[src/rtl/sof_tracker_pkg.sv]
package sof_tracker_pkg;
  localparam int FRAME_W_DEF = 11;
  localparam int LOST_W_DEF  = 2;
  localparam int RUN_LEN_DEF = 2;
  localparam int SYNC_DEF    = 2;
  localparam int LINES       = 2;

  // index of each receive line inside the synchronized vector
  localparam int LINE_DP = 1;
  localparam int LINE_DM = 0;
endpackage

[src/rtl/sof_line_sync.sv]
module sof_line_sync #(
  parameter int STAGES = 2,
  parameter int WIDTH  = 2
) (
  input  logic             clk,
  input  logic             rst,
  input  logic [WIDTH-1:0] raw_i,
  output logic [WIDTH-1:0] sync_o
);
  logic [WIDTH-1:0] pipe_q [STAGES];

  generate
    for (genvar s = 0; s < STAGES; s++) begin : g_stage
      always_ff @(posedge clk) begin
        if (rst) begin
          pipe_q[s] <= '0;
        end else if (s == 0) begin
          pipe_q[s] <= raw_i;
        end else begin
          pipe_q[s] <= pipe_q[(s == 0) ? 0 : s-1];
        end
      end
    end
  endgenerate

  assign sync_o = pipe_q[STAGES-1];
endmodule

[src/rtl/sof_frame_capture.sv]
module sof_frame_capture #(
  parameter int FRAME_W = 11
) (
  input  logic               clk,
  input  logic               rst,
  input  logic               sof_i,
  input  logic [FRAME_W-1:0] frame_i,
  output logic [FRAME_W-1:0] frame_o,
  output logic               irq_o
);
  always_ff @(posedge clk) begin
    if (rst) begin
      frame_o <= '0;
      irq_o   <= 1'b0;
    end else begin
      irq_o <= sof_i;
      if (sof_i) frame_o <= frame_i;
    end
  end
endmodule

[src/rtl/sof_lost_counter.sv]
module sof_lost_counter #(
  parameter int LOST_W = 2
) (
  input  logic              clk,
  input  logic              rst,
  input  logic              sof_i,
  input  logic              esof_i,
  output logic [LOST_W-1:0] count_o
);
  localparam logic [LOST_W-1:0] CNT_MAX = '1;

  always_ff @(posedge clk) begin
    if (rst || sof_i) begin
      count_o <= '0;
    end else if (esof_i && count_o != CNT_MAX) begin
      count_o <= count_o + 1'b1;
    end
  end
endmodule

[src/rtl/sof_lock_tracker.sv]
module sof_lock_tracker #(
  parameter int RUN_LEN = 2
) (
  input  logic clk,
  input  logic rst,
  input  logic sof_i,
  input  logic esof_i,
  input  logic bus_reset_i,
  input  logic resume_i,
  input  logic suspend_i,
  output logic lock_o
);
  localparam int RUN_W = $clog2(RUN_LEN + 1);
  localparam logic [RUN_W-1:0] RUN_TOP = RUN_W'(RUN_LEN);

  logic [RUN_W-1:0] run_q, run_base, run_next;
  logic             drop, restart;

  assign drop    = bus_reset_i | suspend_i;
  assign restart = resume_i | esof_i;

  always_comb begin
    run_base = restart ? '0 : run_q;
    run_next = run_base;
    if (sof_i && run_base < RUN_TOP) run_next = run_base + 1'b1;
  end

  always_ff @(posedge clk) begin
    if (rst || drop) begin
      run_q  <= '0;
      lock_o <= 1'b0;
    end else begin
      run_q  <= run_next;
      lock_o <= lock_o | (run_next == RUN_TOP);
    end
  end
endmodule

[src/rtl/sof_frame_tracker.sv]
module sof_frame_tracker
  import sof_tracker_pkg::*;
#(
  parameter int FRAME_W = FRAME_W_DEF,
  parameter int LOST_W  = LOST_W_DEF,
  parameter int RUN_LEN = RUN_LEN_DEF,
  parameter int SYNC_N  = SYNC_DEF,
  localparam int STAT_W = LINES + 1 + LOST_W + FRAME_W
) (
  input  logic               clk,
  input  logic               rst,
  input  logic               sof_valid_i,
  input  logic [FRAME_W-1:0] sof_frame_i,
  input  logic               esof_i,
  input  logic               bus_reset_i,
  input  logic               resume_done_i,
  input  logic               suspend_i,
  input  logic               dp_i,
  input  logic               dm_i,
  output logic [STAT_W-1:0]  status_o,
  output logic               sof_irq_o
);
  logic [LINES-1:0]   line_raw, line_sync;
  logic [FRAME_W-1:0] frame_q;
  logic [LOST_W-1:0]  lost_q;
  logic               lock_q;

  always_comb begin
    line_raw          = '0;
    line_raw[LINE_DP] = dp_i;
    line_raw[LINE_DM] = dm_i;
  end

  sof_line_sync #(.STAGES(SYNC_N), .WIDTH(LINES)) u_sync (
    .clk(clk), .rst(rst), .raw_i(line_raw), .sync_o(line_sync)
  );

  sof_frame_capture #(.FRAME_W(FRAME_W)) u_frame (
    .clk(clk), .rst(rst), .sof_i(sof_valid_i), .frame_i(sof_frame_i),
    .frame_o(frame_q), .irq_o(sof_irq_o)
  );

  sof_lost_counter #(.LOST_W(LOST_W)) u_lost (
    .clk(clk), .rst(rst), .sof_i(sof_valid_i), .esof_i(esof_i),
    .count_o(lost_q)
  );

  sof_lock_tracker #(.RUN_LEN(RUN_LEN)) u_lock (
    .clk(clk), .rst(rst), .sof_i(sof_valid_i), .esof_i(esof_i),
    .bus_reset_i(bus_reset_i), .resume_i(resume_done_i),
    .suspend_i(suspend_i), .lock_o(lock_q)
  );

  assign status_o = {line_sync[LINE_DP], line_sync[LINE_DM], lock_q, lost_q, frame_q};
endmodule

[config.mk]
export PLATFORM = sky130hd
export DESIGN_NAME = sof_frame_tracker
export DESIGN_NICKNAME = d
export VERILOG_FILES = /design/src/rtl/sof_tracker_pkg.sv /design/src/rtl/sof_line_sync.sv /design/src/rtl/sof_frame_capture.sv /design/src/rtl/sof_lost_counter.sv /design/src/rtl/sof_lock_tracker.sv /design/src/rtl/sof_frame_tracker.sv
export SDC_FILE = /design/constraint.sdc
export NUM_CORES = 1
export LEC_CHECK = 0
export BUFFER_PORTS_ARGS = -buffer_cell sky130_fd_sc_hd__buf_2
export CORE_MARGIN = 8
export CORE_UTILIZATION = 47
export CTS_BUF_LIST = sky130_fd_sc_hd__clkbuf_4 sky130_fd_sc_hd__clkbuf_8 sky130_fd_sc_hd__clkbuf_16
export DETAILED_ROUTE_END_ITERATION = 6
export PLACE_DENSITY = 0.78
export RECOVER_POWER = 25
export SLEW_MARGIN = 20
export SYNTH_ARGS = -nofsm -noshare
export SYNTH_HDL_FRONTEND = slang
export SYNTH_SLANG_ARGS = --single-unit
[constraint.sdc]
create_clock -name clk -period 1.59 [get_ports clk]
set_input_delay 0.159 -clock clk [delete_from_list [all_inputs] [get_ports clk]]
set_output_delay 0.159 -clock clk [all_outputs]
set_load 0.01 [all_outputs]
; ---- Word-level counts from Yosys, hierarchy flattened
; Memories as Yosys holds them, arrays and structs flattened.
; Cells that the tools add are included.
[totals]
memories = 1
output_inout_bits = 17
register_bits = 17
ram_bits = 4
word_cells = 27
[classes]
muxes = 7
n_eq_ne = 2
n_reduce_logical = 4
order_cmp = 1
bitwise = 5
addsub = 2
[mem_list]
columns = name, words, width, read_ports, rd_ports_with_merged_regs, write_ports, line_no
row1 = u_sync.pipe_q, 2, 2, 2, 0, 2, sof_line_sync.sv:10  ; logic [WIDTH-1:0] pipe_q [STAGES];
[op_table]
columns = cell, n
row1 = 2-bit two-way mux, 4
row2 = 1-bit bitwise OR, 5
row3 = 2-bit by 1-bit adder with 2-bit output (second input constant), 2
row4 = 1-bit two-way mux, 3
row5 = 2-bit equality test (second input constant), 1
row6 = 1-bit logical AND, 2
row7 = 1-bit logical OR, 2
row8 = 2-bit < comparator (second input constant), 1
row9 = 2-bit inequality test (second input constant), 1

; ---- Depth between registers and ports, before layout
; Gate-level depths: netlist of run 1.
[logic_depth]
depth_word = 7
mapped_depth = 4
depth_no_buf = 4

; ---- Modules after synthesis
; Synthesis of run 1 repeated with hierarchy kept, for this count alone.
[hier_totals]
cells_unflattened = 71
hier_area_um2 = 780.7
[by_module_without_submodules]
columns = mod, seq_area_each_um2, cells_per_inst, n_inst, area_per_inst_um2
row1 = sof_frame_capture, 240.2, 37, 1, 414.1
row2 = sof_lock_tracker, 60.1, 17, 1, 148.9
row3 = sof_line_sync, 80.1, 8, 1, 105.1
row4 = sof_lost_counter, 40.0, 8, 1, 105.1
row5 = sof_frame_tracker, 0.0, 1, 1, 7.5

; ---- Least setup slack after synthesis of run 1
; No wires, ideal clock.
[synth_timing]
path_kind = register -> register
startpoint = register u_lost.count_o[0]
endpoint = register u_lost.count_o[1]
synth_period_minus_slack_ns = 1.121
setup_ns = 0.116
t_arrival_ns = 1.005
path_stages_with_launch = 5
t_required_ns = 1.474
setup_slack_ns = 0.469
cell_sequence = dfxtp_1 -> ha_1 -> and2b_1 -> mux2i_1 -> nor3_2
[synth_between]
elab_chain_len = 2
[synth_rtl]
columns = item, line_no
row1 = from (decl), sof_lost_counter.sv:8  ; output logic [LOST_W-1:0] count_o
row2 = from (signal assigned), sof_lost_counter.sv:16  ; count_o <= count_o + 1'b1;
row3 = branches (longest 2 deep; another with 2-bit by 1-bit adder with 2-bit output), n/a
; Parallel ways; which one is timed is not known.
; A chain may end at the register's enable or synchronous reset.

; ---- Final worst setup path of run 1
; Same ends and word-level chain as after synthesis.

==> impl_metrics.py, run 1 <==
metrics = {
    "run_status": {
        "status": "completed",
    },
    "logic_synthesis": {
        "ys_warn_count": 0,
        "synth_compound_area_share_pct": 5.43,
        "muxShareOfSynthArea_pct": 14.9,
        "syn-num-nets": 93,
        "synth_top_area_cell": "dfxtp_1",
        "synth_cell_types": 22,
        "synth_fa_ha_area_share_pct": 1.55,
        "synthCells": 72,
        "synth-simple-area-share_pct": 19.2,
        "ys_ff_latch": 21,
        "synth-xor-area-share_pct": 1.09,
        "syn_area_sq_um": 807,
        "netlist.area_leader.share_pct": 52.1,
        "avgSynthCellArea_sq_um": 11.2,
        "synthTopCellsByArea": "dfxtp_1 (52%), mux2i_1 (15%), nor2_1 (5.6%)",
        "synth_top_family_by_area": "simple AND/OR/NAND/NOR gates",
        "seq_area_frac_synth_pct": 52.1,
    },
    "worst_setup_path": {
        "arrival_ns": 1.34,
        "cp.depth": 4,
        "reg2reg_slack_ns": 0.39,
        "crit_start": "u_lost.count_o[0]",
        "cpLargestDelayFamily": "flip-flops",
        "crit_type": "reg2reg",
        "critPathCaptureType": "flop",
        "crit_required_ns": 1.73,
        "crit_end": "u_lost.count_o[1]",
        "crit_chain": "ha_1, and2b_1, mux2i_1, nor3_2",
        "crit_slowest_cell": "dfxtp_1",
        "critPathLaunchType": "flop",
        "r2r_start": "u_lost.count_o[0]",
        "reg2reg_to": "u_lost.count_o[1]",
        "critical_path.max_stage_delay_ns": 0.35,
        "path_buf_inv": 0,
        "reg2reg_depth": 4,
        "cp_max_fo": 3,
    },
    "sta": {
        "fmax_ghz": 0.835,
        "fin_crit_sh_pct": 75.4,
        "tightest_slew_ns": 1.07,
        "setup-violations-final": 0,
        "fin_skew_ns": 0.00252,
        "finalHoldViolations": 0,
        "holdWs_ns": 0.0818,
        "rsz0062_at_grt": "false",
        "tns_ns": 0,
        "slew_headroom_pct": 28.8,
        "post-route-min-period_ns": 1.20,
        "slew_violations": 0,
    },
    "finish": {
        "n_antenna_cell": 0,
        "final_area_sq_um": 993,
        "fillers": 156,
        "fin_cells": 125,
        "drive_gt1_share_pct": 39.8,
        "regArea_sq_um": 420,
        "syn2layout_area_growth_pct": 23.1,
        "multiInputGateArea_sq_um": 340,
        "final_core_util_pct": 59.5,
        "nets": 130,
    },
    "floorplanning": {
        "die_y_um": 57.4,
        "die_w_um": 57.4,
        "rows": 15,
        "start_util_pct": 48.3,
        "design.core.area_sq_um": 1670,
        "io_pins": 37,
        "dieArea_sq_um": 3300,
    },
    "min_path": {
        "min_path_type": "in2reg",
    },
    "placed_design": {
        "dp_hpwl_um": 1260,
        "port_buffers": 36,
        "place_congestion": 0.750,
        "placed_area_sq_um": 970,
        "dp.cells": 121,
    },
    "clock_tree": {
        "clkLatencyLatePin_ns": 0.28,
        "clock_sinks": 21,
        "cts_tree": "yes",
        "ctsResizeCount": 0,
        "hold_buffers": 0,
        "root_buffer": "clkbuf_4",
        "clk_pin_slew_worst_paths_ns": 0.10,
        "cts_buffers": 3,
        "cts_buffer_depth": 2,
        "htreeDepth": 1,
        "cts_setup_buffers": 0,
    },
    "grt": {
        "track_usage_pct": 9.60,
        "grt_max_degree": 20,
        "grt_pass1_vias": 659,
        "antenna_found_initial": 0,
        "grt_pass1_wl_um": 2620,
        "grt_overflow": 0,
    },
    "routing": {
        "num_vias": 619,
        "drtIter0Drc": 5,
        "wl_um": 1550,
        "post_drt_wl_per_cell_um": 12.4,
        "drcViolationCount": 0,
        "antenna_left": 0,
        "dr.pass1.iters": 4,
        "avgViaCountPerCell": 4.95,
    },
    "power_and_ir_drop": {
        "power_density_nw_per_um2": 939,
        "ir_drop_mv": 0.463,
        "power.leakage_uw": 0.000486,
    },
    "run": {
        "drv_cap": 0,
    },
}
cell usage after synthesis, drive strengths merged:
library cell and n:
nor4b 1, nor2b 5, o311ai 1, o21a 1
o21ai 1, nor2 12, a21oi 2, nand2 1
a211oi 1, dfxtp 21, nand3b 1, xnor2 1
nand2b 1, nor3 4, buf 5, ha 1
mux2i 12, and2b 1
flip-flops by register name (all words and copies together), names as in the netlist:
signal           cells
u_lock.run_q         2
u_lock.lock_o        1
u_lost.count_o       2
u_frame.frame_o     11
u_frame.irq_o        1
u_sync.pipe_q        4
cell type report:
class                           instances  area share, %
Sequential cell                        21           42.3
Multi-Input combinational cell         46           34.3
Timing Repair Buffer                   37           18.3
Clock buffer                            4           3.02
Tap cell                               17           2.14
report_power, final:
group / internal, uW / switching [uW]
clock: 114 / 138
sequential: 551 / 11.2
combinational: 57.8 / 60.8
layer usage:
layer	vias to the layer above	global-route usage, %	share of wire (%)
li1	312	-	-
met1	280	9.72	41
met2	25	17.2	50
met3	2	3.81	8.3
met4	0	3.57	0.65
met5	-	0	0
how the worst min path moves through the flow:
stage,startpoint,to,slack [ns],cells after the start
final,dm_i,u_sync.pipe_q[0][0],0.08,2
after global routing,resume_done_i,u_lock.run_q[1],0.08,2
after CTS,dm_i,u_sync.pipe_q[0][0],0.08,2
after detailed placement,dm_i,u_sync.pipe_q[0][0],0.38,2
after global placement,dm_i,u_sync.pipe_q[0][0],0.37,2
after floorplan,esof_i,u_lock.run_q[1],0.24,1
worst reg2reg max path, stage by stage (launching register included):
cell and delay [ns]:
dfxtp_1 0.35, ha_1 0.19, and2b_1 0.23, mux2i_1 0.24
nor3_2 0.05
layout by cell type, fill, tap and decap left out, types with 2 or more instances in the layout:
cell type and n:
clkbuf_1 3, clkbuf_4 4, buf_2 34, a21oi_1 2
dfxtp_1 21, nor2_1 12, mux2i_1 12, nor2b_1 5
nor3_2 2
through the flow:
stage / setup WS [ns] / total power, uW
3_5_place_dp: 0.432 / 697
3_3_place_gp: 0.482 / 693
4_1_cts: 0.416 / 953
6_report: 0.392 / 933
5_1_grt: 0.300 / 990
2_1_floorplan: 0.469 / 647
kinds of logic after synthesis:
| family | Yosys count |
|---|---|
| XOR/XNOR | 1 |
| AO/OA/AOI/OAI | 6 |
| flip-flops | 21 |
| AND/OR/NAND/NOR | 26 |
| multiplexers | 12 |
| adder cells (fa/ha/maj) | 1 |
| buffers and inverters | 5 |
Power figures use the tool's default switching activity.
==> run 2, diff against run 1 <==
--- a/config.mk
+++ b/config.mk
@@ -6,11 +6,12 @@
 export NUM_CORES = 1
 export LEC_CHECK = 0
 export BUFFER_PORTS_ARGS = -buffer_cell sky130_fd_sc_hd__buf_2
+export CORE_ASPECT_RATIO = 0.7
 export CORE_MARGIN = 8
-export CORE_UTILIZATION = 47
+export CORE_UTILIZATION = 40
 export CTS_BUF_LIST = sky130_fd_sc_hd__clkbuf_4 sky130_fd_sc_hd__clkbuf_8 sky130_fd_sc_hd__clkbuf_16
 export DETAILED_ROUTE_END_ITERATION = 6
-export PLACE_DENSITY = 0.78
+export PLACE_DENSITY = 0.71
 export RECOVER_POWER = 25
 export SLEW_MARGIN = 20
 export SYNTH_ARGS = -nofsm -noshare
==> constraint.sdc (replaced) <==
create_clock -name clk -period 1 [get_ports clk]
set_input_delay 0.1 -clock clk [delete_from_list [all_inputs] [get_ports clk]]
set_output_delay 0.1 -clock clk [all_outputs]
set_load 0.01 [all_outputs]
==> impl_metrics.py, run 2 (synthesis results as in run 1) <==
metrics = {
    "routing": {
        "drcViolationCount": 0,
        "post_drt_wl_per_cell_um": 12.7,
        "drtIter0Drc": 19,
        "wl_um": 1750,
        "num_vias": 641,
        "avgViaCountPerCell": 4.68,
        "antenna_left": 0,
        "dr.pass1.iters": 2,
    },
    "placed_design": {
        "placed_area_sq_um": 1020,
        "dp_hpwl_um": 1350,
        "port_buffers": 36,
        "dp.cells": 130,
        "place_congestion": 0.664,
    },
    "sta": {
        "setup-violations-final": 2,
        "setup_ws_ns": -0.121,
        "holdWs_ns": 0.0202,
        "fin_skew_ns": 0.00893,
        "tightest_slew_ns": 0.270,
        "slew_headroom_pct": 82.0,
        "fmax_ghz": 0.892,
        "rsz0062_at_grt": "true",
        "fin_crit_sh_pct": 112,
        "finalHoldViolations": 0,
        "post-route-min-period_ns": 1.12,
        "slew_violations": 0,
        "tns_ns": -0.184,
    },
    "min_path": {
        "hold_depth": 3,
        "holdPathEnd": "u_frame.frame_o[8]",
        "min_path_type": "in2reg",
        "hold_path.startpoint": "sof_frame_i[8]",
    },
    "worst_setup_path": {
        "cp_max_fo": 2,
        "critical_path.max_stage_delay_ns": 0.34,
        "critPathCaptureType": "flop",
        "crit_required_ns": 1.20,
        "arrival_ns": 1.32,
        "reg2reg_slack_ns": -0.12,
        "reg2reg_depth": 4,
        "crit_chain": "ha_2, and2b_2, mux2i_1, nor3_2",
        "critPathLaunchType": "flop",
        "crit_type": "reg2reg",
        "reg2reg_to": "u_lost.count_o[1]",
        "r2r_start": "u_lost.count_o[0]",
        "crit_start": "u_lost.count_o[0]",
        "crit_slowest_cell": "dfxtp_2",
    },
    "clock_tree": {
        "htreeDepth": 1,
        "clock_sinks": 21,
        "cts_setup_buffers": 0,
        "clkLatencyLatePin_ns": 0.30,
        "clk_pin_slew_worst_paths_ns": 0.12,
        "cts_buffer_depth": 2,
        "root_buffer": "clkbuf_4",
        "cts_tree": "yes",
        "cts_buffers": 3,
    },
    "finish": {
        "syn2layout_area_growth_pct": 36.3,
        "top_register": "u_frame.frame_o",
        "nets": 137,
        "final_core_util_pct": 58.3,
        "final_area_sq_um": 1100,
        "final_common_cell": "buf_2",
        "n_antenna_cell": 0,
        "final_cell_mix": "buf_2 (35), dfxtp_1 (18), mux2i_1 (12), nor2_1 (12), nor2b_1 (5)",
        "fillers": 167,
        "largest_register_ffs": 11,
        "fin_cells": 137,
        "drive_gt1_share_pct": 48.7,
        "largestRegisters": "u_frame.frame_o: 11 flops, u_sync.pipe_q: 4 flops",
    },
    "floorplanning": {
        "die_y_um": 53.6,
        "design.core.area_sq_um": 1890,
        "die_w_um": 69.7,
        "dieArea_sq_um": 3730,
        "io_pins": 37,
        "start_util_pct": 42.8,
        "rows": 13,
    },
    "grt": {
        "grt_max_degree": 19,
        "grt_overflow": 0,
        "antenna_found_initial": 0,
        "grt_pass1_wl_um": 2830,
        "grt_pass1_vias": 646,
        "track_usage_pct": 9.57,
    },
    "power_and_ir_drop": {
        "ir_drop_mv": 0.903,
        "power_density_nw_per_um2": 1390,
        "power.leakage_uw": 0.000533,
    },
    "run": {
        "drv_cap": 0,
    },
    "run_status": {
        "status": "complete, but fails checks",
        "violations": "setup timing",
    },
}
## run 2: metal layers
layer  wire length, um  global-route usage, %  share of wire (%)  vias up
met2               772                   15.7                 44       26
met5                 0                      0                  0        -
li1                  -                      -                  -      330
met3               167                   6.61                9.6        0
met1               806                   10.3                 46      285
met4                 0                   1.99                  0        0
## run 2: area by class of cell
type / instances / area (sq um) / share of cell area [%]
clock buffer: 3 / 22.5 / 2.05
clock inverter: 1 / 7.51 / 0.683
multi-input combinational: 46 / 352 / 32.0
sequential: 21 / 424 / 38.6
tap: 22 / 27.5 / 2.50
timing repair buffer: 44 / 267 / 24.2
## run 2: how the worst max path moves through the flow
stage	endpoint	slack, ns	cells after the start
final	u_lost.count_o[1]	-0.12	4
after global routing	u_lost.count_o[1]	-0.17	4
after CTS	u_lost.count_o[0]	-0.12	4
after detailed placement	u_lost.count_o[1]	-0.13	4
after global placement	u_lost.count_o[1]	-0.06	4
after floorplan	u_lost.count_o[1]	-0.08	4
## run 2: stage by stage
step                setup slack [ns]  power (uW)
floorplan                    -0.0827        1030
global placement             -0.0610        1120
detailed placement            -0.129        1130
CTS                           -0.123        1560
global route                  -0.174        1610
finish                        -0.121        1530
## run 2: timing repair
action / CTS / global route
hold buffers: 3 / 0
pin swaps: 0 / 1
hold endpoints to repair: 3 / 0
endpoints found under the setup margin: 5 / 6
resized for setup: 4 / 2
## run 2: critical path: cells and delay by family, from the launching register on
family                   cells  cell delay [ns]
flip-flops                   1             0.34
AND/OR/NAND/NOR              2             0.29
adder cells (fa/ha/maj)      1             0.17
multiplexers                 1             0.23
## run 2: power breakdown
part,leakage (uW),internal [uW],switching (uW),total (uW)
Combinational,0.000345,121,109,229
Clock,0.0000139,152,255,408
Sequential,0.000174,877,16.6,893
